===== src/rtl/fp2_alu_pkg.sv =====
package fp2_alu_pkg;
  localparam int CODE_W = 2;
  localparam int OP_W   = 4;

  typedef logic [CODE_W-1:0] fp2_t;
  typedef logic [OP_W-1:0]   fp2_op_t;

  localparam fp2_t FP2_ZERO = 2'b00;
  localparam fp2_t FP2_POS  = 2'b01;
  localparam fp2_t FP2_NAN  = 2'b10;
  localparam fp2_t FP2_NEG  = 2'b11;

  localparam fp2_op_t OP_ADD  = 4'd0;
  localparam fp2_op_t OP_SUB  = 4'd1;
  localparam fp2_op_t OP_NEGT = 4'd2;
  localparam fp2_op_t OP_MUL  = 4'd3;
  localparam fp2_op_t OP_RCP  = 4'd4;
  localparam fp2_op_t OP_DIV  = 4'd5;
  localparam fp2_op_t OP_IDEQ = 4'd6;
  localparam fp2_op_t OP_OEQ  = 4'd7;
  localparam fp2_op_t OP_LT   = 4'd8;
  localparam fp2_op_t OP_LE   = 4'd9;
  localparam fp2_op_t OP_GT   = 4'd10;
  localparam fp2_op_t OP_GE   = 4'd11;
endpackage


===== src/rtl/fp2_arith.sv =====
module fp2_arith
  import fp2_alu_pkg::*;
(
  input  fp2_t    a,
  input  fp2_t    b,
  input  fp2_op_t op,
  output fp2_t    res,
  output logic    is_arith
);
  function automatic fp2_t f_neg(input fp2_t x);
    return fp2_t'(~x + 2'b01);
  endfunction

  function automatic fp2_t f_add(input fp2_t x, input fp2_t y);
    if (x == FP2_NAN || y == FP2_NAN) return FP2_NAN;
    // 2-bit wrap: +1+ +1 and -1+-1 both land on the NaN code
    return fp2_t'(x + y);
  endfunction

  function automatic fp2_t f_rcp(input fp2_t x);
    return (x == FP2_ZERO) ? FP2_NAN : x;
  endfunction

  function automatic fp2_t f_mul(input fp2_t x, input fp2_t y);
    if (x == FP2_NAN || y == FP2_NAN) return FP2_NAN;
    if (x == FP2_ZERO || y == FP2_ZERO) return FP2_ZERO;
    return (x == y) ? FP2_POS : FP2_NEG;
  endfunction

  fp2_t neg_b;
  assign neg_b = f_neg(b);

  always_comb begin
    is_arith = 1'b1;
    unique case (op)
      OP_ADD:  res = f_add(a, b);
      OP_SUB:  res = f_add(a, neg_b);
      OP_NEGT: res = f_neg(a);
      OP_MUL:  res = f_mul(a, b);
      OP_RCP:  res = f_rcp(a);
      OP_DIV:  res = f_mul(a, f_rcp(b));
      default: begin
        res      = FP2_NAN;
        is_arith = 1'b0;
      end
    endcase
  end
endmodule


===== src/rtl/fp2_cmp.sv =====
module fp2_cmp
  import fp2_alu_pkg::*;
(
  input  fp2_t    a,
  input  fp2_t    b,
  input  fp2_op_t op,
  output logic    flag,
  output logic    is_cmp
);
  logic ident, ord_eq, lt_ab, lt_ba;

  assign ident  = (a == b);
  assign ord_eq = ident && (a != FP2_NAN);
  // sum-of-products ordering over bits {a1,a0} and {b1,b0}
  assign lt_ab  = (a[1] & a[0] & ~b[1]) | (~a[1] & ~a[0] & ~b[1] & b[0]);
  assign lt_ba  = (b[1] & b[0] & ~a[1]) | (~b[1] & ~b[0] & ~a[1] & a[0]);

  always_comb begin
    is_cmp = 1'b1;
    unique case (op)
      OP_IDEQ: flag = ident;
      OP_OEQ:  flag = ord_eq;
      OP_LT:   flag = lt_ab;
      OP_LE:   flag = lt_ab | ord_eq;
      OP_GT:   flag = lt_ba;
      OP_GE:   flag = lt_ba | ord_eq;
      default: begin
        flag   = 1'b0;
        is_cmp = 1'b0;
      end
    endcase
  end
endmodule


===== src/rtl/fp2_alu.sv =====
module fp2_alu
  import fp2_alu_pkg::*;
(
  input  logic       clk,
  input  logic       rst_n,
  input  logic       in_valid,
  input  logic [1:0] op_a,
  input  logic [1:0] op_b,
  input  logic [3:0] opcode,
  output logic [1:0] res_q,
  output logic       flag_q,
  output logic       out_valid
);
  fp2_t arith_res, res_d;
  logic is_arith, is_cmp, cmp_flag, flag_d;

  fp2_arith u_arith (
    .a(op_a), .b(op_b), .op(opcode), .res(arith_res), .is_arith(is_arith)
  );

  fp2_cmp u_cmp (
    .a(op_a), .b(op_b), .op(opcode), .flag(cmp_flag), .is_cmp(is_cmp)
  );

  always_comb begin
    res_d  = is_cmp ? FP2_ZERO : arith_res;
    flag_d = is_arith ? 1'b0 : cmp_flag;
  end

  always_ff @(posedge clk or negedge rst_n) begin
    if (!rst_n) begin
      res_q     <= FP2_ZERO;
      flag_q    <= 1'b0;
      out_valid <= 1'b0;
    end else begin
      out_valid <= in_valid;
      if (in_valid) begin
        res_q  <= res_d;
        flag_q <= flag_d;
      end
    end
  end
endmodule


===== config.mk =====
export PLATFORM = sky130hd
export DESIGN_NAME = fp2_alu
export DESIGN_NICKNAME = d
export VERILOG_FILES = /design/src/rtl/fp2_alu_pkg.sv /design/src/rtl/fp2_arith.sv /design/src/rtl/fp2_cmp.sv /design/src/rtl/fp2_alu.sv
export SDC_FILE = /design/constraint.sdc
export NUM_CORES = 1
export LEC_CHECK = 0
export ABC_CLOCK_PERIOD_IN_PS = 1500
export BUFFER_PORTS_ARGS = -buffer_cell sky130_fd_sc_hd__buf_2
export CORE_AREA = 5 5 42 44
export DETAILED_ROUTE_END_ITERATION = 8
export DIE_AREA = 0 0 47 49
export PLACE_DENSITY = 0.74
export SLEW_MARGIN = 20
export SYNTH_ARGS = -nofsm -noshare
export SYNTH_HDL_FRONTEND = slang
export SYNTH_SLANG_ARGS = --single-unit

===== constraint.sdc =====
create_clock -name clk -period 1.5 [get_ports clk]
set_input_delay 0.075 -clock clk [delete_from_list [all_inputs] [get_ports clk]]
set_output_delay 0.075 -clock clk [all_outputs]
set_load 0.01 [all_outputs]

# ---- Word-level counts from Yosys, hierarchy flattened
# Cells that the tools add are included.
dict set report op_classes {
  addsub 4
  eq_ne 18
  n_mux 34
  n_bitwise 20
  reduce_logical 12
}
# op n
set op_table {}
lappend op_table {{$mux W2} 16}
lappend op_table {{$eq A4 B3 Y1 const B} 4}
lappend op_table {{$eq A4 B4 Y1 const B} 4}
lappend op_table {{$mux W1} 16}
lappend op_table {{$pmux W2 S6} 1}
lappend op_table {{$reduce_or A6 Y1} 2}
lappend op_table {{$and A1 B1 Y1} 10}
lappend op_table {{$eq A2 B2 Y1 const B} 4}
lappend op_table {{$eq A4 B2 Y1 const B} 2}
lappend op_table {{$logic_not A2 Y1} 3}
lappend op_table {{$pmux W1 S6} 1}
lappend op_table {{$logic_or A1 B1 Y1} 5}
lappend op_table {{$add A2 B1 Y2 const B} 2}
lappend op_table {{$add A2 B2 Y2} 2}
lappend op_table {{$eq A2 B2 Y1} 2}
lappend op_table {{$eq A4 B1 Y1 const B} 1}
lappend op_table {{$logic_not A4 Y1} 1}
lappend op_table {{$not A1 Y1} 4}
lappend op_table {{$not A2 Y2} 2}
lappend op_table {{$or A1 B1 Y1} 4}
lappend op_table {{$ne A2 B2 Y1 const B} 1}
lappend op_table {{$logic_and A1 B1 Y1} 1}
dict set report word_totals {
  register_bits 4
}

# ---- Longest topological paths before layout
dict set report logic_depth {
  depth_word 12
  depth_mapped 7
  mapped_depth_nobuf 7
}

# ---- Cells and area by module
# From an unflattened synthesis, not the netlist that was laid out.
dict set report hier_totals {
  cells_unflattened 77
  area_unflattened_um2 613.1
}
# module instances cells_per_inst area_per_inst_um2 seq_area_each_um2
set modules_own_cells {}
lappend modules_own_cells {fp2_arith 1 44 330.3 0.0}
lappend modules_own_cells {fp2_alu 1 13 148.9 100.1}
lappend modules_own_cells {fp2_cmp 1 20 133.9 0.0}

# ---- Worst setup path before layout
# Ideal clock, no wire load.
dict set report synth_timing {
  path_type {input port to flip-flop}
  startpoint {input op_b[0]}
  endpoint {register res_q[1]}
  setup_time_ps 120
  arrival_ps 1110
  setup_slack_ps 270
  path_stages 7
  n_path_buf 0
  cell_sequence {inv_1 -> ha_1 -> mux2i_1 -> xnor2_1 -> o311ai_2 -> o21ai_1 -> a41o_1}
}
dict set report synth_between {
  elab_chain_len 11
  word_cells_on_any_way 42
  classes_between {3 x add/sub; 5 x eq/ne; 26 x mux; 1 x bitwise; 7 x reduce/logical}
}
# item line_no
set synth_rtl {}
lappend synth_rtl {{start, declared} fp2_alu.sv:8} ;# input logic [1:0] op_b,
lappend synth_rtl {{$logic_not A2 Y1} {fp2_arith.sv:21, fp2_arith.sv:26}}
lappend synth_rtl {{$mux W2} fp2_arith.sv:21} ;# return (x == FP2_ZERO) ? FP2_NAN : x;
lappend synth_rtl {{$logic_not A2 Y1} fp2_arith.sv:26} ;# if (x == FP2_ZERO || y == FP2_ZERO) return FP2_ZERO;
lappend synth_rtl {{$logic_or A1 B1 Y1} fp2_arith.sv:26}
lappend synth_rtl {{$mux W1 (2 in a row)} fp2_arith.sv:26}
lappend synth_rtl {{$mux W1} fp2_arith.sv:35} ;# unique case (op)
lappend synth_rtl {{$mux W2} fp2_arith.sv:27} ;# return (x == y) ? FP2_POS : FP2_NEG;
lappend synth_rtl {{$mux W2} fp2_arith.sv:26}
lappend synth_rtl {{$pmux W2 S6 (*)} fp2_arith.sv:35}
lappend synth_rtl {{$mux W2 (*)} fp2_alu.sv:26} ;# res_d = is_cmp ? FP2_ZERO : arith_res;
lappend synth_rtl {{end signal, assigned} fp2_alu.sv:38} ;# res_q <= res_d;
lappend synth_rtl {{end, declared} fp2_alu.sv:10} ;# output logic [1:0] res_q,
# Mark *: on every way between the ends. The rest lies on a longest branch, timed or not. The select of a mux whose other input is x is not followed.
# A chain may end at the register's enable or synchronous reset.

# ---- Worst setup path after layout
# Same ends and word-level chain as after synthesis.

==> metrics.md <==
| Metric | Value |
|---|---|
| Outcome | `complete, no violations` |
| Cell depth of the worst min-delay path | `1` |
| Total congestion overflow after global routing | `0` |
| Htree depth | `1` |
| Total length of routed wires | `1.34 mm` |
| Worst-case clock buffer depth | `2` |
| Capture endpoint of the worst hold path | `out_valid` |
| Reg-to-reg critical path endpoint | `res_q[1]` |
| Maximum clock rate | `0.813 GHz` |
| Die area | `2300 um^2` |
| Launch instance of the worst min-delay path | `in_valid` |
| Number of enable flip-flop cells after synthesis | `0` |
| Area inside the core boundary | `1400 um^2` |
| CTS tree | `done` |
| Dominant cell by count in the synthesized netlist | `ha_1` |
| Detailed-route via count | `578` |
| Path category of the worst min-delay check | `in2reg` |
| Critical Path Fanout Max | `4` |
| Fin nets | `110` |
| Final instance area | `691 um^2` |
| Cell Rows | `14` |
| Clock sink count | `4` |
| Slew Viols, Final | `0` |
| Final setup skew | `0 ns` |
| Clock latency of the later-clocked register in the worst-skew pair | `0.23 ns` |
| Endpoint required time on the critical path | `1.61 ns` |
| Signed area change from the synthesized netlist to the final layout | `27.8%` |
| Area of the mapped netlist | `541 um^2` |
| HPWL after DPL | `1.11 mm` |
| Placed cell area | `658 um^2` |
| Clock edge transition at the registers on the reported setup and hold paths | `0.04 ns` |
| Gates resized, CTS repair | `0` |
| Power per standard cell area | `597 nW/um^2` |
| Vias in the first global route | `533` |
| Yosys top cell by area | `ha_1` |
| First-pass GRT wire length | `2.21 mm` |
| Sequential cell area fraction in the yosys report | `18.5%` |
| Detailed router's first-iteration violation count | `17` |
| TritonCTS Buffers | `3` |
| Time the final worst path needs with I/O delays and setup | `1.23 ns` |
| Crit Path Category | `in2reg` |
| Net count of the mapped netlist | `87` |
| DRT antenna net count | `0` |
| Number of unique standard cell types used by synthesis | `29` |
| Worst Reg2Reg Path Length in Cells | `3` |
| Synth Warn # | `0` |
| Number of antenna repair diodes | `0` |
| Initial antenna violation count | `0` |
| Area fraction of the dominant cell type after synthesis | `20.8%` |
| Leakage power of the design | `0.334 nW` |
| Worst IR Drop VDD | `0.208 mV` |
| Final-layout setup total negative slack | `0 ns` |
| Average size of a mapped cell | `8.07 um^2` |
| PortBufs | `14` |
| Overall Global Routing Usage | `12.7%` |
| Vertical die dimension | `49 um` |
| Max Cap Violations | `0` |
| Tightest slew margin relative to the limit | `76.5%` |
| Reg-to-reg startpoint | `res_q[1]` |
| Hold_ws | `0.0427 ns` |
| Post-route fraction of the period consumed by the critical path | `82.0%` |
| Initial cell density of the core | `38.6%` |
| Layout cells sized above 1 | `28.4%` |
| Via density per instance | `5.56` |
| GP Congestion | `0.779` |
| Floorplan die width | `47 um` |
| Synth Register Bits | `4` |
| CTS root buf | `clkbuf_4` |
| Largest cells by area after synthesis | `ha_1 (21%), dfrtp_1 (19%), inv_1 (4.9%), nor2_1 (4.9%), nand2b_1 (4.6%)` |
| Pin count of the biggest net entering global routing | `10` |
| Arrival time reported for the critical path endpoint | `1.34 ns` |
| Total setup violations reported at the end of the flow | `0` |
| Number of cells produced by synthesis | `67` |
| I/O pins | `15` |
| R2r setup slk | `0.70 ns` |
| Final hold viol count | `0` |
| DRC violation count after routing | `0` |
| Setup repair after global routing missed its margin | `no` |
| Most common library cells after synthesis | `ha_1 (9), inv_1 (7), nor2_1 (7)` |
| Share of synthesized registers carrying an async set or reset | `100%` |
| Kind of start point of the critical path | `primary input` |
| Top_reg_cell synth | `dfrtp_1` |
| Slew @ Worst Pin | `0.344 ns` |
| Post-DR wirelength/cell | `12.8 um` |
| Kind of end point of the critical path | `register` |
| Detailed Routing Iterations Pass 1 | `4` |
| Post-CTS setup buffer count | `0` |
==> placed cells by master (no fill, tap or decap), drive strengths merged, types with 4 or more instances in the layout <==
master,netlist,routed
buf,2,19
nand2b,4,4
ha,9,9
nor2,7,7
inv,7,7
dfrtp,4,4
a21oi,4,4
==> worst max-delay path by stage <==
stage	start	end	slack [ns]	cells past startpoint
floorplan	op_b[0]	res_q[1]	0.27	7
global placement	op_b[0]	res_q[1]	0.01	8
detailed placement	op_b[0]	res_q[1]	0.04	8
CTS	op_b[0]	res_q[1]	0.26	8
global route	op_b[0]	res_q[1]	0.16	8
finish	op_b[0]	res_q[1]	0.27	8
==> report_power, final <==
part | total, mW | internal, mW | switching (mW)
combinational | 0.155 | 0.0702 | 0.0846
sequential | 0.122 | 0.118 | 0.00436
clock | 0.135 | 0.0897 | 0.0457
total | 0.412 | 0.278 | 0.135
==> flip-flops by register name, indices dropped and copies added, names as in the netlist <==
signal	cells
out_valid	1
flag_q	1
res_q	2
==> cell type report <==
cell class | count | area (um^2)
Fill cell | 152 | 711
Timing Repair Buffer | 20 | 118
Sequential cell | 4 | 100
Clock buffer | 3 | 22.5
Tap cell | 16 | 20.0
Multi-Input combinational cell | 54 | 404
Inverter | 7 | 26.3
==> per-layer routing <==
layer  vias to the layer above  GRT usage (%)  share of wire (%)
met3                         2           2.21                4.0
met5                         -              0                  0
li1                        283              -                  -
met1                       274           14.2                 39
met4                         0           5.53                1.5
met2                        19           22.2                 56
==> cells by family after synthesis <==
group | Yosys count | synth area share [%]
buffers and inverters | 9 | 6.71
and+or+nand+nor | 21 | 19.2
muxes | 2 | 3.94
xor gates and xnor gates | 4 | 6.48
DFF | 4 | 18.5
adders and majority gates | 9 | 20.8
AOI/OAI and AO/OA | 18 | 24.3
==> stage by stage <==
stage,util (%),std cells,total power [mW],setup slack (ns)
after floorplan,-,67,0.211,0.270
after global placement,47.0,100,0.273,0.0132
after detailed placement,47.0,100,0.276,0.0421
after CTS,49.3,104,0.418,0.261
after global routing,49.3,104,0.450,0.162
final,49.3,104,0.412,0.270
==> timing repair <==
item                                    in CTS  in global routing
hold buffers                                 1                  0
endpoints found under the hold margin        4                  0
endpoints found under the setup margin       0                  0
==> worst max-delay path, cell delays in order <==
cell	delay, ns
buf_2	0.11
inv_1	0.06
ha_1	0.20
inv_1	0.05
a21oi_1	0.09
o311ai_0	0.37
nand4_1	0.15
a41o_1	0.24
Note: power is estimated with default switching activity, not from simulation.
